## src/rtl/ctx_pkg.sv

```systemverilog
package ctx_pkg;

  typedef enum logic [3:0] {
    OP_IRQ      = 4'd0,
    OP_TRAP     = 4'd1,
    OP_IRET     = 4'd2,
    OP_PUSH_A   = 4'd3,
    OP_PUSH_X   = 4'd4,
    OP_PUSH_CC  = 4'd5,
    OP_POP_A    = 4'd6,
    OP_POP_X    = 4'd7,
    OP_POP_CC   = 4'd8,
    OP_SP_RST   = 4'd9,
    OP_SP_FRM_X = 4'd10,
    OP_SP_FRM_A = 4'd11,
    OP_SP_TO_X  = 4'd12,
    OP_SP_TO_A  = 4'd13,
    OP_NOP_E    = 4'd14,
    OP_NOP_F    = 4'd15
  } ctx_op_e;

  typedef enum logic [2:0] {
    SL_PCL, SL_PCH, SL_X, SL_A, SL_CC, SL_NONE
  } slot_e;

  typedef enum logic [2:0] {
    SP_HOLD, SP_DEC, SP_INC, SP_LOAD, SP_RESET
  } sp_act_e;

  localparam int STEP_W = 3;

  function automatic logic [STEP_W-1:0] seq_len(input ctx_op_e op);
    case (op)
      OP_IRQ, OP_TRAP, OP_IRET: return 3'd5;
      OP_PUSH_A, OP_PUSH_X, OP_PUSH_CC,
      OP_POP_A, OP_POP_X, OP_POP_CC: return 3'd1;
      default: return 3'd0;
    endcase
  endfunction

  function automatic logic is_pop(input ctx_op_e op);
    return (op == OP_IRET) || (op == OP_POP_A) || (op == OP_POP_X) || (op == OP_POP_CC);
  endfunction

  function automatic logic is_entry(input ctx_op_e op);
    return (op == OP_IRQ) || (op == OP_TRAP);
  endfunction

  // Byte carried by step idx of a memory sequence
  function automatic slot_e slot_at(input ctx_op_e op, input logic [STEP_W-1:0] idx);
    case (op)
      OP_IRQ, OP_TRAP:
        case (idx)
          3'd0: return SL_PCL;
          3'd1: return SL_PCH;
          3'd2: return SL_X;
          3'd3: return SL_A;
          default: return SL_CC;
        endcase
      OP_IRET:
        case (idx)
          3'd0: return SL_CC;
          3'd1: return SL_A;
          3'd2: return SL_X;
          3'd3: return SL_PCH;
          default: return SL_PCL;
        endcase
      OP_PUSH_A, OP_POP_A:   return SL_A;
      OP_PUSH_X, OP_POP_X:   return SL_X;
      OP_PUSH_CC, OP_POP_CC: return SL_CC;
      default: return SL_NONE;
    endcase
  endfunction

endpackage

```

## src/rtl/ctx_sp_reg.sv

```systemverilog
module ctx_sp_reg
  import ctx_pkg::*;
#(
  parameter int SP_W = 8,
  parameter logic [SP_W-1:0] SP_TOP = {SP_W{1'b1}}
) (
  input  logic            clk,
  input  logic            rst_n,
  input  sp_act_e         act,
  input  logic [SP_W-1:0] ld_val,
  output logic [SP_W-1:0] sp
);

  always_ff @(posedge clk) begin
    if (!rst_n) begin
      sp <= SP_TOP;
    end else begin
      case (act)
        SP_DEC:   sp <= sp - 1'b1;
        SP_INC:   sp <= sp + 1'b1;
        SP_LOAD:  sp <= ld_val;
        SP_RESET: sp <= SP_TOP;
        default:  sp <= sp;
      endcase
    end
  end

  p_sp_top_r7: assert property (@(posedge clk) disable iff (!rst_n)
    act == SP_RESET |=> sp == SP_TOP);

  p_sp_hold_r9: assert property (@(posedge clk) disable iff (!rst_n)
    act == SP_HOLD |=> $stable(sp));

  p_sp_down_r2: assert property (@(posedge clk) disable iff (!rst_n)
    act == SP_DEC |=> (sp + 1'b1) == $past(sp));

endmodule

```

## src/rtl/ctx_seq_fsm.sv

```systemverilog
module ctx_seq_fsm
  import ctx_pkg::*;
(
  input  logic              clk,
  input  logic              rst_n,
  input  logic              cmd_valid,
  input  logic [3:0]        cmd_op,
  output logic              cmd_ready,
  output logic              accept,
  input  logic              mem_hs,
  output ctx_op_e           op_q,
  output logic [STEP_W-1:0] idx_q,
  output logic              mem_phase,
  output logic              reg_exec,
  output logic              busy,
  output logic              done
);

  logic              busy_q;
  logic [STEP_W-1:0] len;
  logic              last;

  assign len       = seq_len(op_q);
  assign cmd_ready = !busy_q;
  assign accept    = cmd_valid && cmd_ready;
  assign mem_phase = busy_q && (len != '0);
  assign reg_exec  = busy_q && (len == '0);
  assign last      = (idx_q == len - 1'b1);
  assign done      = reg_exec || (mem_phase && mem_hs && last);
  assign busy      = busy_q;

  always_ff @(posedge clk) begin
    if (!rst_n) begin
      busy_q <= 1'b0;
      op_q   <= OP_NOP_F;
      idx_q  <= '0;
    end else if (accept) begin
      busy_q <= 1'b1;
      op_q   <= ctx_op_e'(cmd_op);
      idx_q  <= '0;
    end else if (done) begin
      busy_q <= 1'b0;
    end else if (mem_phase && mem_hs) begin
      idx_q  <= idx_q + 1'b1;
    end
  end

  p_take_busy_r1: assert property (@(posedge clk) disable iff (!rst_n)
    cmd_valid && cmd_ready |=> busy);

  p_stay_busy_r1: assert property (@(posedge clk) disable iff (!rst_n)
    busy && !done |=> busy);

  p_done_pulse_r10: assert property (@(posedge clk) disable iff (!rst_n)
    done |=> !done && !busy);

endmodule

```

## src/rtl/ctx_datapath.sv

```systemverilog
module ctx_datapath
  import ctx_pkg::*;
#(
  parameter int DATA_W   = 8,
  parameter int ADDR_W   = 16,
  parameter int SP_W     = 8,
  parameter int MASK_BIT = 3,
  parameter logic [ADDR_W-SP_W-1:0] STACK_PAGE = 1
) (
  input  logic                clk,
  input  logic                rst_n,
  input  logic                accept,
  input  logic [2*DATA_W-1:0] pc_in,
  input  logic [DATA_W-1:0]   x_in,
  input  logic [DATA_W-1:0]   a_in,
  input  logic [DATA_W-1:0]   cc_in,
  input  ctx_op_e             op_q,
  input  logic [STEP_W-1:0]   idx_q,
  input  logic                mem_phase,
  input  logic                reg_exec,
  input  logic                mem_ready,
  input  logic [DATA_W-1:0]   mem_rdata,
  input  logic [SP_W-1:0]     sp,
  output logic                mem_write,
  output logic [ADDR_W-1:0]   mem_addr,
  output logic [DATA_W-1:0]   mem_wdata,
  output sp_act_e             sp_act,
  output logic [SP_W-1:0]     sp_ld,
  output logic                wr_a,
  output logic                wr_x,
  output logic                wr_cc,
  output logic [DATA_W-1:0]   wr_data,
  output logic                pc_wr,
  output logic [2*DATA_W-1:0] pc_wr_data
);

  logic [2*DATA_W-1:0] pc_q;
  logic [DATA_W-1:0]   x_q, a_q, cc_q, pch_q, cc_masked;
  logic [SP_W-1:0]     sp_up;
  logic                pop, hs;
  slot_e               slot;

  assign slot      = slot_at(op_q, idx_q);
  assign pop       = is_pop(op_q);
  assign hs        = mem_phase && mem_ready;
  assign sp_up     = sp + 1'b1;
  assign cc_masked = cc_q | (DATA_W'(1) << MASK_BIT);

  always_ff @(posedge clk) begin
    if (!rst_n) begin
      pc_q  <= '0;
      x_q   <= '0;
      a_q   <= '0;
      cc_q  <= '0;
      pch_q <= '0;
    end else begin
      if (accept) begin
        pc_q <= pc_in;
        x_q  <= x_in;
        a_q  <= a_in;
        cc_q <= cc_in;
      end
      if (hs && pop && slot == SL_PCH) pch_q <= mem_rdata;
    end
  end

  // Memory beat formation
  assign mem_write = !pop;
  assign mem_addr  = {STACK_PAGE, (pop ? sp_up : sp)};

  always_comb begin
    case (slot)
      SL_PCL:  mem_wdata = pc_q[DATA_W-1:0];
      SL_PCH:  mem_wdata = pc_q[2*DATA_W-1:DATA_W];
      SL_X:    mem_wdata = x_q;
      SL_A:    mem_wdata = a_q;
      SL_CC:   mem_wdata = cc_q;
      default: mem_wdata = '0;
    endcase
  end

  // Stack pointer movement
  always_comb begin
    sp_act = SP_HOLD;
    sp_ld  = (op_q == OP_SP_FRM_X) ? x_q : a_q;
    if (hs) begin
      sp_act = pop ? SP_INC : SP_DEC;
    end else if (reg_exec) begin
      case (op_q)
        OP_SP_RST:                sp_act = SP_RESET;
        OP_SP_FRM_X, OP_SP_FRM_A: sp_act = SP_LOAD;
        default:                  sp_act = SP_HOLD;
      endcase
    end
  end

  // Register write strobes
  always_comb begin
    wr_a    = 1'b0;
    wr_x    = 1'b0;
    wr_cc   = 1'b0;
    pc_wr   = 1'b0;
    wr_data = '0;
    if (hs && pop) begin
      wr_data = mem_rdata;
      case (slot)
        SL_A:    wr_a  = 1'b1;
        SL_X:    wr_x  = 1'b1;
        SL_CC:   wr_cc = 1'b1;
        SL_PCL:  pc_wr = 1'b1;
        default: ;
      endcase
    end else if (hs && is_entry(op_q) && slot == SL_CC) begin
      wr_cc   = 1'b1;
      wr_data = cc_masked;
    end else if (reg_exec) begin
      wr_data = sp;
      wr_x    = (op_q == OP_SP_TO_X);
      wr_a    = (op_q == OP_SP_TO_A);
    end
  end

  assign pc_wr_data = {pch_q, mem_rdata};

  p_beat_hold_r9: assert property (@(posedge clk) disable iff (!rst_n)
    mem_phase && !mem_ready |=> mem_phase && $stable(mem_addr)
      && $stable(mem_wdata) && $stable(mem_write));

  p_one_strobe_r6: assert property (@(posedge clk) disable iff (!rst_n)
    $onehot0({wr_a, wr_x, wr_cc, pc_wr}));

  p_push_no_cc_r5: assert property (@(posedge clk) disable iff (!rst_n)
    (op_q == OP_PUSH_A || op_q == OP_PUSH_X || op_q == OP_PUSH_CC) |-> !wr_cc);

endmodule

```

## src/rtl/ctx_stack_seq.sv

```systemverilog
module ctx_stack_seq
  import ctx_pkg::*;
#(
  parameter int DATA_W   = 8,
  parameter int ADDR_W   = 16,
  parameter int SP_W     = 8,
  parameter int MASK_BIT = 3,
  parameter logic [ADDR_W-SP_W-1:0] STACK_PAGE = 1,
  parameter logic [SP_W-1:0]        SP_TOP     = {SP_W{1'b1}}
) (
  input  logic                clk,
  input  logic                rst_n,
  input  logic                cmd_valid,
  output logic                cmd_ready,
  input  logic [3:0]          cmd_op,
  input  logic [2*DATA_W-1:0] pc_in,
  input  logic [DATA_W-1:0]   x_in,
  input  logic [DATA_W-1:0]   a_in,
  input  logic [DATA_W-1:0]   cc_in,
  output logic                mem_req_valid,
  input  logic                mem_req_ready,
  output logic                mem_req_write,
  output logic [ADDR_W-1:0]   mem_req_addr,
  output logic [DATA_W-1:0]   mem_req_wdata,
  input  logic [DATA_W-1:0]   mem_rdata,
  output logic                wr_a,
  output logic                wr_x,
  output logic                wr_cc,
  output logic [DATA_W-1:0]   wr_data,
  output logic                pc_wr,
  output logic [2*DATA_W-1:0] pc_wr_data,
  output logic [SP_W-1:0]     sp_out,
  output logic                busy,
  output logic                done
);

  ctx_op_e           op_q;
  logic [STEP_W-1:0] idx_q;
  logic              accept, mem_phase, reg_exec, mem_hs;
  sp_act_e           sp_act;
  logic [SP_W-1:0]   sp_ld;

  assign mem_req_valid = mem_phase;
  assign mem_hs        = mem_phase && mem_req_ready;

  ctx_seq_fsm u_fsm (
    .clk       (clk),
    .rst_n     (rst_n),
    .cmd_valid (cmd_valid),
    .cmd_op    (cmd_op),
    .cmd_ready (cmd_ready),
    .accept    (accept),
    .mem_hs    (mem_hs),
    .op_q      (op_q),
    .idx_q     (idx_q),
    .mem_phase (mem_phase),
    .reg_exec  (reg_exec),
    .busy      (busy),
    .done      (done)
  );

  ctx_datapath #(
    .DATA_W     (DATA_W),
    .ADDR_W     (ADDR_W),
    .SP_W       (SP_W),
    .MASK_BIT   (MASK_BIT),
    .STACK_PAGE (STACK_PAGE)
  ) u_dp (
    .clk        (clk),
    .rst_n      (rst_n),
    .accept     (accept),
    .pc_in      (pc_in),
    .x_in       (x_in),
    .a_in       (a_in),
    .cc_in      (cc_in),
    .op_q       (op_q),
    .idx_q      (idx_q),
    .mem_phase  (mem_phase),
    .reg_exec   (reg_exec),
    .mem_ready  (mem_req_ready),
    .mem_rdata  (mem_rdata),
    .sp         (sp_out),
    .mem_write  (mem_req_write),
    .mem_addr   (mem_req_addr),
    .mem_wdata  (mem_req_wdata),
    .sp_act     (sp_act),
    .sp_ld      (sp_ld),
    .wr_a       (wr_a),
    .wr_x       (wr_x),
    .wr_cc      (wr_cc),
    .wr_data    (wr_data),
    .pc_wr      (pc_wr),
    .pc_wr_data (pc_wr_data)
  );

  ctx_sp_reg #(
    .SP_W   (SP_W),
    .SP_TOP (SP_TOP)
  ) u_sp (
    .clk    (clk),
    .rst_n  (rst_n),
    .act    (sp_act),
    .ld_val (sp_ld),
    .sp     (sp_out)
  );

  p_stall_quiet_r9: assert property (@(posedge clk) disable iff (!rst_n)
    mem_req_valid && !mem_req_ready |=> $stable(sp_out));

  p_ready_idle_r1: assert property (@(posedge clk) disable iff (!rst_n)
    busy |-> !cmd_ready);

endmodule

```

## config.mk

```make
export PLATFORM = sky130hd
export DESIGN_NAME = ctx_stack_seq
export DESIGN_NICKNAME = d
export VERILOG_FILES = /design/src/rtl/ctx_pkg.sv /design/src/rtl/ctx_sp_reg.sv /design/src/rtl/ctx_seq_fsm.sv /design/src/rtl/ctx_datapath.sv /design/src/rtl/ctx_stack_seq.sv
export SDC_FILE = /design/constraint.sdc
export NUM_CORES = 1
export LEC_CHECK = 0
export ABC_AREA = 1
export BUFFER_PORTS_ARGS = -buffer_cell sky130_fd_sc_hd__buf_2
export CORE_UTILIZATION = 30
export CTS_CLUSTER_DIAMETER = 200
export DETAILED_ROUTE_END_ITERATION = 6
export GPL_TIMING_DRIVEN = 0
export RECOVER_POWER = 50
export SLEW_MARGIN = 10
export SYNTH_ARGS = -nofsm -noshare
export SYNTH_HDL_FRONTEND = slang
export SYNTH_SLANG_ARGS = --single-unit
```

## constraint.sdc

```tcl
create_clock -name clk -period 2.5 [get_ports clk]
set_input_delay 0.5 -clock clk [delete_from_list [all_inputs] [get_ports clk]]
set_output_delay 0.5 -clock clk [all_outputs]
set_load 0.05 [all_outputs]
```

Word-level counts from Yosys, hierarchy flattened
Memory sizes are Yosys's and may differ from the RTL's. A register that Yosys moved wholly into a read port is not among the register bits.
Cells that the tools add are included.
{ "totals": {"mem_count": 1, "register_bits": 64, "rom_bits": 32, "elab_cells": 103, "input_bits": 56} }
{ "classes": {"bitwise": 2, "addsub": 4, "muxes": 31, "reduce_logical": 31, "n_eq_ne": 25} }
{ "memory_table": {"columns": ["memory", "words", "width", "read_ports", "rd_clocked_by_memory_dff", "write_ports", "line_no", "source"], "rows": [
  ["(name not given)", 16, 2, 1, 1, 0, "ctx_pkg.sv:33", "case (op)"]
]} }
{ "op_table": {"columns": ["cell", "count"], "rows": [
  ["8-bit 2-to-1 mux", 5],
  ["8-bit one-hot mux with 5 select lines", 1],
  ["8-bit one-hot mux with 4 select lines", 1],
  ["4-bit == test, second input constant", 6],
  ["3-bit one-hot mux with 4 select lines", 2],
  ["3-bit by 2-bit == test with 1-bit output, second input constant", 6],
  ["4-bit by 3-bit == test with 1-bit output, second input constant", 4],
  ["1-bit 2-to-1 mux", 15],
  ["3-bit one-hot mux with 5 select lines", 1],
  ["2-bit OR reduction", 6],
  ["1-bit logical AND", 10],
  ["3-bit by 1-bit == test with 1-bit output, second input constant", 3],
  ["3-bit zero test", 3],
  ["8-bit by 1-bit adder with 8-bit output, second input constant", 1],
  ["4-bit by 2-bit == test with 1-bit output, second input constant", 2],
  ["4-bit 2-to-1 mux", 2],
  ["8-bit by 1-bit subtractor with 8-bit output, second input constant", 1],
  ["3-bit == test, second input constant", 2],
  ["3-bit 2-to-1 mux", 2],
  ["3-bit one-hot mux with 2 select lines", 1],
  ["1-bit logical OR", 5],
  ["4-bit by 1-bit == test with 1-bit output, second input constant", 1],
  ["4-bit zero test", 1],
  ["4-bit nonzero test", 1],
  ["other kinds (9)", 11]
]} }

Logic depth before layout (Yosys ltp)
Gate-level depths: netlist (run 1).
{ "depth": {"word_depth": 8, "mapped_depth": 14, "depth_no_buf": 13} }

By module
Synthesis (run 1) repeated with hierarchy kept, for this count alone.
{ "hier_totals": {"cells_unflattened": 691, "area_unflattened_um2": 4411.7} }
{ "modules_own_cells": {"columns": ["module", "instances", "cells_each", "area_each_um2"], "rows": [
  ["ctx_datapath", 1, 485, 3059.2],
  ["ctx_sp_reg", 1, 126, 797.0],
  ["ctx_seq_fsm", 1, 78, 548.0],
  ["ctx_stack_seq", 1, 2, 7.5]
]} }

Least setup slack after synthesis (run 1)
No wires, ideal clock.
{ "synth_path": {"path_kind": "register to output", "start": "reg u_fsm.busy_q (netlist: u_fsm.busy)", "end": "out wr_a", "path_buffers": 0, "t_arrival_ns": 3.543, "required_time_ns": 2.000, "slack_ns": -1.543, "path_stages_with_launch": 7, "cell_sequence": "dfxtp_1 > inv_1 > nor2_1 > nand2_1 > inv_2 > nand2_1 > o21ai_0"} }
{ "synth_between": {"elab_chain_cells": 6, "word_cells_on_any_way": 9, "classes_between": "3 x mux; 6 x reduce/logical"} }
{ "synth_rtl": {"columns": ["element", "line_no", "source"], "rows": [
  ["from (decl)", "ctx_seq_fsm.sv:19", "logic busy_q;"],
  ["from (signal assigned)", "ctx_seq_fsm.sv:34", "busy_q <= 1'b0;"],
  ["from (signal assigned)", "ctx_seq_fsm.sv:38", "busy_q <= 1'b1;"],
  ["from (signal assigned)", "ctx_seq_fsm.sv:42", "busy_q <= 1'b0;"],
  ["1-bit logical AND (*)", "ctx_seq_fsm.sv:26", "assign mem_phase = busy_q && (len != '0);"],
  ["named net mem_req_valid", "ctx_stack_seq.sv:20", "output logic mem_req_valid,"],
  ["1-bit logical AND (*)", "ctx_datapath.sv:45", "assign hs = mem_phase && mem_ready;"],
  ["1-bit logical AND (2 in a row)", "ctx_datapath.sv:113", "end else if (hs && is_entry(op_q) && slot == SL_CC) begin"],
  ["1-bit 2-to-1 mux", "ctx_datapath.sv:113", null],
  ["1-bit 2-to-1 mux (*)", "ctx_datapath.sv:104", "if (hs && pop) begin"],
  ["to (decl)", "ctx_stack_seq.sv:26", "output logic wr_a,"]
]} }
The timed path passes the listed nets; every way through them passes the cells marked *.

Final worst setup path (run 1)
{ "layout_path": {"start": "reg u_fsm.idx_q[0]", "end": "out mem_req_wdata[5]"} }
{ "layout_between": {"elab_chain_cells": 5, "word_cells_on_any_way": 13, "classes_between": "7 x eq/ne; 4 x mux; 2 x reduce/logical"} }
{ "layout_rtl": {"columns": ["element", "line_no", "source"], "rows": [
  ["from (decl)", "ctx_seq_fsm.sv:12", "output logic [STEP_W-1:0] idx_q,"],
  ["from (signal assigned)", "ctx_seq_fsm.sv:44", "idx_q <= idx_q + 1'b1;"],
  ["3-bit by 2-bit == test with 1-bit output (tied with other cells)", "ctx_pkg.sv:53, ctx_pkg.sv:61", null],
  ["3-bit one-hot mux with 4 select lines (on tied branches)", "ctx_pkg.sv:61, ctx_pkg.sv:53", null],
  ["3-bit one-hot mux with 5 select lines (*)", "ctx_pkg.sv:51", "case (op)"],
  ["3-bit == test (tied with other cells)", "ctx_datapath.sv:72", "case (slot)"],
  ["8-bit one-hot mux with 5 select lines (*)", "ctx_datapath.sv:72", null],
  ["to (decl)", "ctx_stack_seq.sv:24", "output logic [DATA_W-1:0] mem_req_wdata,"]
]} }
Mark *: on every way between the ends. The rest lies on a longest branch, timed or not.

==> results of run 1 <==
## cell families (layout without fill, tap and decap cells)
group / Yosys count / count (layout)
compound gates: 105 / 105
xor+xnor: 10 / 10
fa+ha+maj: 8 / 8
buf+inv: 101 / 244
flops: 66 / 66
other cells: 2 / 8
simple gates: 346 / 346
## worst max-delay path: cells and delay by family, from the launching register on
family,cells,cell delay [ns]
buffers and inverters,3,0.42
adder cells (fa/ha/maj),1,0.17
AND/OR/NAND/NOR,9,0.91
flip-flops,1,0.36
## cells in the final DEF (no fill, tap or decap), types with 4 or more instances in the layout
cell type / n
buf_8: 7
xor2_1: 9
inv_2: 11
o211ai_1: 4
nand3_2: 18
buf_6: 27
o21ai_2: 7
nand2_2: 16
nand4_1: 23
conb_1: 8
a21oi_1: 27
buf_2: 88
clkbuf_1: 16
dfxtp_2: 10
dfxtp_1: 53
nand2_4: 4
nor2_1: 101
nand3_1: 41
nor2_2: 11
o21ai_1: 5
o21ai_0: 55
nand2_1: 119
nor2_4: 6
clkbuf_8: 4
inv_1: 39
clkbuf_16: 9
buf_4: 31
## registers in the layout (all words and copies together) (netlist names)
| signal | cells |
|---|---|
| u_dp.cc_q | 8 |
| u_fsm.busy | 1 |
| u_fsm.idx_q | 3 |
| u_fsm.op_q | 4 |
| u_sp.sp | 8 |
| u_dp.pch_q | 8 |
| u_dp.x_q | 8 |
| u_dp.pc_q | 16 |
| u_dp.a_q | 8 |
| u_fsm.len | 2 |
## worst paths after layout
check	end	slack, ns	depth (start not counted)
worst max-delay path	mem_req_wdata[5]	-0.20	13
worst min register to register	u_dp.pch_q[7]	0.46	2
worst max register to register	u_dp.cc_q[6]	0.39	6
worst min-delay path	u_dp.pc_q[1]	0.41	3
## routing by layer
layer	share of wire	up-vias	global-route usage
li1	-	2352	-
met1	0.47	2051	0.271
met2	0.45	175	0.318
met3	0.065	15	0.0417
met4	0.015	0	0.0785
met5	0	-	0
## through the flow
step | setup TNS (ns) | hold WS, ns | util
after global placement | -3.66 | 0.447 | 0.382
after global routing | -4.83 | 0.429 | 0.452
after floorplan | -0.144 | 0.430 | -
after detailed placement | -3.10 | 0.452 | 0.382
final | -2.66 | 0.412 | 0.452
after CTS | -2.46 | 0.404 | 0.441
## power by group through the flow
stage               logic [mW]  registers, mW  clock network, mW
floorplan                0.559           1.21                  0
global placement         0.779           1.20                  0
detailed placement       0.782           1.20                  0
CTS                      0.867           1.19               1.34
global route             0.978           1.20               1.38
finish                   0.900           1.19               1.32
## what timing repair did
item	in CTS	in global routing
setup buffers	11	4
resized for setup	111	46
pin swaps	42	27
setup endpoints to repair	28	29
gates cloned	2	1
## layout make-up
| type | count | area (um^2) | share of cell area |
|---|---|---|---|
| repair buffers | 130 | 882 | 0.152 |
| plain buffers | 44 | 310 | 0.0535 |
| inverters | 54 | 211 | 0.0364 |
| flip-flops and latches | 66 | 1350 | 0.232 |
| clock inverters | 5 | 60.1 | 0.0103 |
| multi-input cells | 477 | 2530 | 0.435 |
| clock buffers | 11 | 253 | 0.0436 |
| well taps | 172 | 215 | 0.0371 |
==> reports/qor.yml, run 1 <==
clock_tree:
  clkTransAtPathRegs_ns: 0.06
  cts_tree: "built"
  cts_made_buffers: 9
  htree_levels: 3
  clock_path_buffers: 2
  clockRootBuffer: "clkbuf_16"
  insertion_delay_ns: 0.33
  cts_sinks: 66
  cts_hold_buf: 0
power_and_ir_drop:
  finalPower_mw: 3.42
  power.leakage_nw: 2.78
  p_per_area_nw_per_um2: 589
  internal_power_mw: 2.25
  p_switching_mw: 1.16
  irDropWorstVdd_uv: 330
  switching_share: 0.341
  combPwrFrac: 0.263
  clock_power_share: 0.388
  power_frac_seq: 0.349
status:
  violations: "setup timing"
  status: "finished, violations left"
detailed_routing:
  routed_wl_mm: 13.6
  final_antenna_net_count: 0
  drt_drc_violations_left: 0
  vias: 4593
  vias_per_cell: 4.79
  first_pass_iters: 5
  initialDrtViolationCount: 318
  detail_route.wl_per_cell_um: 14.2
synth:
  synth_top_family_by_area: "simple AND/OR/NAND/NOR gates"
  syn_avg_cell_area_um2: 6.27
  ys_warn_count: 0
  synth_compound_area_frac: 0.139
  seq_area_frac_synth: 0.330
  synth_common_cells: "nand2_1, nor2_1, dfxtp_1, o21ai_0, nand3_1"
  synth_top_area_share: 0.330
  netlist_top_cells_area: "dfxtp_1, nand2_1, nor2_1"
  synth_adder_area_share: 0.0250
  syn_area_um2: 4000
  synthMuxAreaShare: 0
  netlist_instances: 638
  yosys_most_used_dff: "dfxtp_1"
  synth_cell_types: 29
  yosys.cell_count.top_type: "nand2_1"
  yosys_register_bits: 66
  yosysTopAreaCell: "dfxtp_1"
  synth_edf_count: 0
  synth-xor-area-share: 0.0219
  synth_simple_gate_area_frac: 0.368
  async_flop_share: 0
worst_hold_path:
  worstHoldStart: "pc_in[1]"
  min_path_type: "primary input to flop"
worst_setup_path:
  worstReg2RegStart: "u_fsm.busy"
  slowest_stage: "dfxtp_4"
  cp-startpoint: "u_fsm.idx_q[0]"
  end_kind: "output pin"
  worstSetupStartpointType: "flop"
  worstPathRequired_ns: 2.00
  cp_cell_sequence: "inv_2 -> ha_2 -> nand2_2 -> nand2_2 -> nand3b_1 -> nand2_4 -> nor2_4 -> buf_6 -> nand3_2 -> nand2_1 -> nor2_1 -> nand2_1 -> buf_6"
  critPathMaxStageDelay_ns: 0.36
  worstPathMaxFanout: 6
  cp.arrival_ns: 2.20
  worstSetupPathType: "flop to output pin"
final_layout:
  stdcell_area_um2: 5800
  syn_to_final_growth_pct: 45.0
  nNetsFinal: 846
  antenna_cells: 0
  final_cells: 959
  fillCellCount: 1372
  layout-drive-gt1-share: 0.348
die:
  row_count: 41
  core_area_um2: 12800
  initial_core_util: 0.312
  die_area_um2: 13800
  die_x_um: 117
  die_h_um: 117
  io_pins: 121
placement:
  dpl.hpwl_mm: 10.2
  io_buffers: 112
  place_congestion: 0.852
  placed_cell_area_um2: 4900
  place_inst: 928
  dpl_worst_slack_ns: -0.268
global_route:
  grt_usage: 0.202
  antenna_found_initial: 0
  grt-ovfl-total: 0
  grt_pass1_vias: 4424
  grt_max_degree: 13
  grt_pass1_wl_mm: 22.1
sta:
  period_share: 1.08
  clock.fmax_ghz: 0.370
  max_slew.worst_pin.slew_ns: 0.636
  setup_viol: 20
  skew_ns: 0.00629
  min_period_ns: 2.70
  hold_viol: 0
  fin_ws_ns: -0.203
  rsz0062_at_grt: "yes"
  maxSlewViolCount: 0
  max-slew-margin-rel: 0.576
flow_run:
  drv_cap: 0
Note: power is estimated with default switching activity, not from simulation.
==> inputs of run 2 (changes only) <==
--- a/config.mk
+++ b/config.mk
@@ -7,11 +7,12 @@
 export LEC_CHECK = 0
 export ABC_AREA = 1
 export BUFFER_PORTS_ARGS = -buffer_cell sky130_fd_sc_hd__buf_2
-export CORE_UTILIZATION = 30
+export CORE_UTILIZATION = 40
 export CTS_CLUSTER_DIAMETER = 200
 export DETAILED_ROUTE_END_ITERATION = 6
 export GPL_TIMING_DRIVEN = 0
 export RECOVER_POWER = 50
+export SETUP_SLACK_MARGIN = 0.15
 export SLEW_MARGIN = 10
 export SYNTH_ARGS = -nofsm -noshare
 export SYNTH_HDL_FRONTEND = slang
==> reports/qor.yml, run 2 (synthesis results as in run 1) <==
status:
  violations: "setup timing"
  status: "finished, violations left"
sta:
  max_slew.worst_pin.slew_ns: 0.655
  clock.fmax_ghz: 0.364
  hold_viol: 0
  setup_viol: 20
  max-slew-margin-rel: 0.563
  period_share: 1.10
  min_period_ns: 2.75
  rsz0062_at_grt: "yes"
  skew_ns: 0.00564
  fin_ws_ns: -0.248
  maxSlewViolCount: 0
  whs_ns: 0.393
clock_tree:
  insertion_delay_ns: 0.35
  cts_sinks: 66
  cts_made_buffers: 9
  clock_path_buffers: 2
  cts_tree: "built"
  clockRootBuffer: "clkbuf_8"
  htree_levels: 3
  clkTransAtPathRegs_ns: 0.08
die:
  die_h_um: 102
  io_pins: 121
  core_area_um2: 9730
  die_area_um2: 10400
  initial_core_util: 0.411
  die_x_um: 102
  row_count: 36
placement:
  dpl_worst_slack_ns: -0.276
  io_buffers: 112
  placed_cell_area_um2: 4930
  place_congestion: 0.901
  dpl.hpwl_mm: 9.95
global_route:
  grt-ovfl-total: 0
  grt_usage: 0.261
  grt_pass1_wl_mm: 20.8
  grt_max_degree: 13
  grt_pass1_vias: 4291
  antenna_found_initial: 0
worst_setup_path:
  worst-path-stages: 14
  worstPathMaxFanout: 5
  cp-startpoint: "u_fsm.idx_q[0]"
  cp.arrival_ns: 2.25
  r2r-end: "u_dp.cc_q[6]"
  end_kind: "output pin"
  worstReg2RegStart: "u_fsm.busy"
  critical_path_buf_inv_count: 5
  worstPathRequired_ns: 2.00
  worstSetupPathType: "flop to output pin"
  worstSetupStartpointType: "flop"
  cp_cell_sequence: "ha_4 -> ha_4 -> inv_4 -> nand2_4 -> nand2_2 -> nand4_1 -> buf_6 -> buf_6 -> buf_8 -> nand3_2 -> nand2_1 -> nor2_1 -> nand2_2 -> buf_8"
  slowest_stage: "dfxtp_4"
  ff2ff_setup_slack_ns: 0.43
  critPathCapture: "mem_req_wdata[5]"
  crit_family: "buffers and inverters"
  worstRegToRegCells: 6
  critPathMaxStageDelay_ns: 0.38
final_layout:
  top_register: "u_dp.pc_q"
  final_common_cell: "nand2_1"
  nNetsFinal: 851
  antenna_cells: 0
  layout-drive-gt1-share: 0.321
  syn_to_final_growth_pct: 46.9
  stdcell_area_um2: 5880
  final_cell_mix: "nand2_1, nor2_1, buf_2"
  largest_register_ffs: 16
  fillCellCount: 964
worst_hold_path:
  min_path_type: "primary input to flop"
power_and_ir_drop:
  irDropWorstVdd_uv: 272
  p_per_area_nw_per_um2: 576
  power.leakage_nw: 2.74
detailed_routing:
  vias: 4642
  detail_route.wl_per_cell_um: 14.4
  first_pass_iters: 5
  drt_drc_violations_left: 0
  vias_per_cell: 5.02
  final_antenna_net_count: 0
  routed_wl_mm: 13.3
  initialDrtViolationCount: 214
flow_run:
  drv_cap: 0
-- run 2: changes by cell type in the layout (fill, tap and decap cells not counted), sizes merged --
cell	previous run	this run
clkinvlp	2	1
bufinv	1	4
clkbuf	32	59
buf	153	130
inv	54	53
-- run 2: repair_timing --
action / 4_1_cts / 5_1_grt
gates cloned: 3 / 1
gates resized for setup: 119 / 65
pin swaps: 18 / 30
hold buffers: 0 / 0
setup buffers: 11 / 6
setup endpoints to repair: 29 / 30
-- run 2: tightest hold or removal path: cells and delay by family --
family,cells,cell delay [ns]
buffers and inverters,1,0.07
AO/OA/AOI/OAI,1,0.07
AND/OR/NAND/NOR,1,0.07
-- run 2: layer usage --
| metal | track usage | vias to the layer above | routed length, um |
|---|---|---|---|
| met4 | 0.0714 | 0 | 252 |
| met3 | 0.0458 | 24 | 710 |
| met2 | 0.449 | 160 | 6280 |
| met1 | 0.336 | 2093 | 6080 |
| li1 | - | 2365 | - |
| met5 | 0 | - | 0 |
-- run 2: layout make-up --
type                            instances  area, um^2  share of cell area
Inverter                               54         211              0.0360
Sequential cell                        66        1350               0.230
Buffer                                 46         328              0.0558
Timing Repair Buffer                  133         925               0.157
Multi-Input combinational cell        477        2620               0.446
Clock inverter                          6         138              0.0234
Clock buffer                           10         138              0.0234
Tap cell                              133         166              0.0283
-- run 2: through the flow --
stage | setup TNS (ns) | util | instances | power, mW
after floorplan | -0.224 | - | 644 | 1.78
after global placement | -3.61 | 0.507 | 889 | 1.99
after detailed placement | -3.47 | 0.507 | 889 | 2.00
after CTS | -3.30 | 0.582 | 918 | 3.34
after global routing | -5.66 | 0.604 | 925 | 3.54
final | -3.62 | 0.604 | 925 | 3.39
-- run 2: where the power goes --
| group | internal, mW | switching, mW |
|---|---|---|
| Sequential | 1.12 | 0.0665 |
| Clock | 0.794 | 0.456 |
| Combinational | 0.336 | 0.620 |
-- run 2: worst min path at each step --
stage                             start             to  slack (ns)  cells past startpoint
final                          pc_in[3]   u_dp.pc_q[3]        0.39                      3
after CTS                      pc_in[3]   u_dp.pc_q[3]        0.38                      3
after global placement    u_dp.pc_q[14]  u_dp.pc_q[14]        0.44                      2
after floorplan            u_dp.pc_q[0]   u_dp.pc_q[0]        0.43                      2
after detailed placement  u_dp.pc_q[14]  u_dp.pc_q[14]        0.45                      2
after global routing          pc_in[15]  u_dp.pc_q[15]        0.39                      3
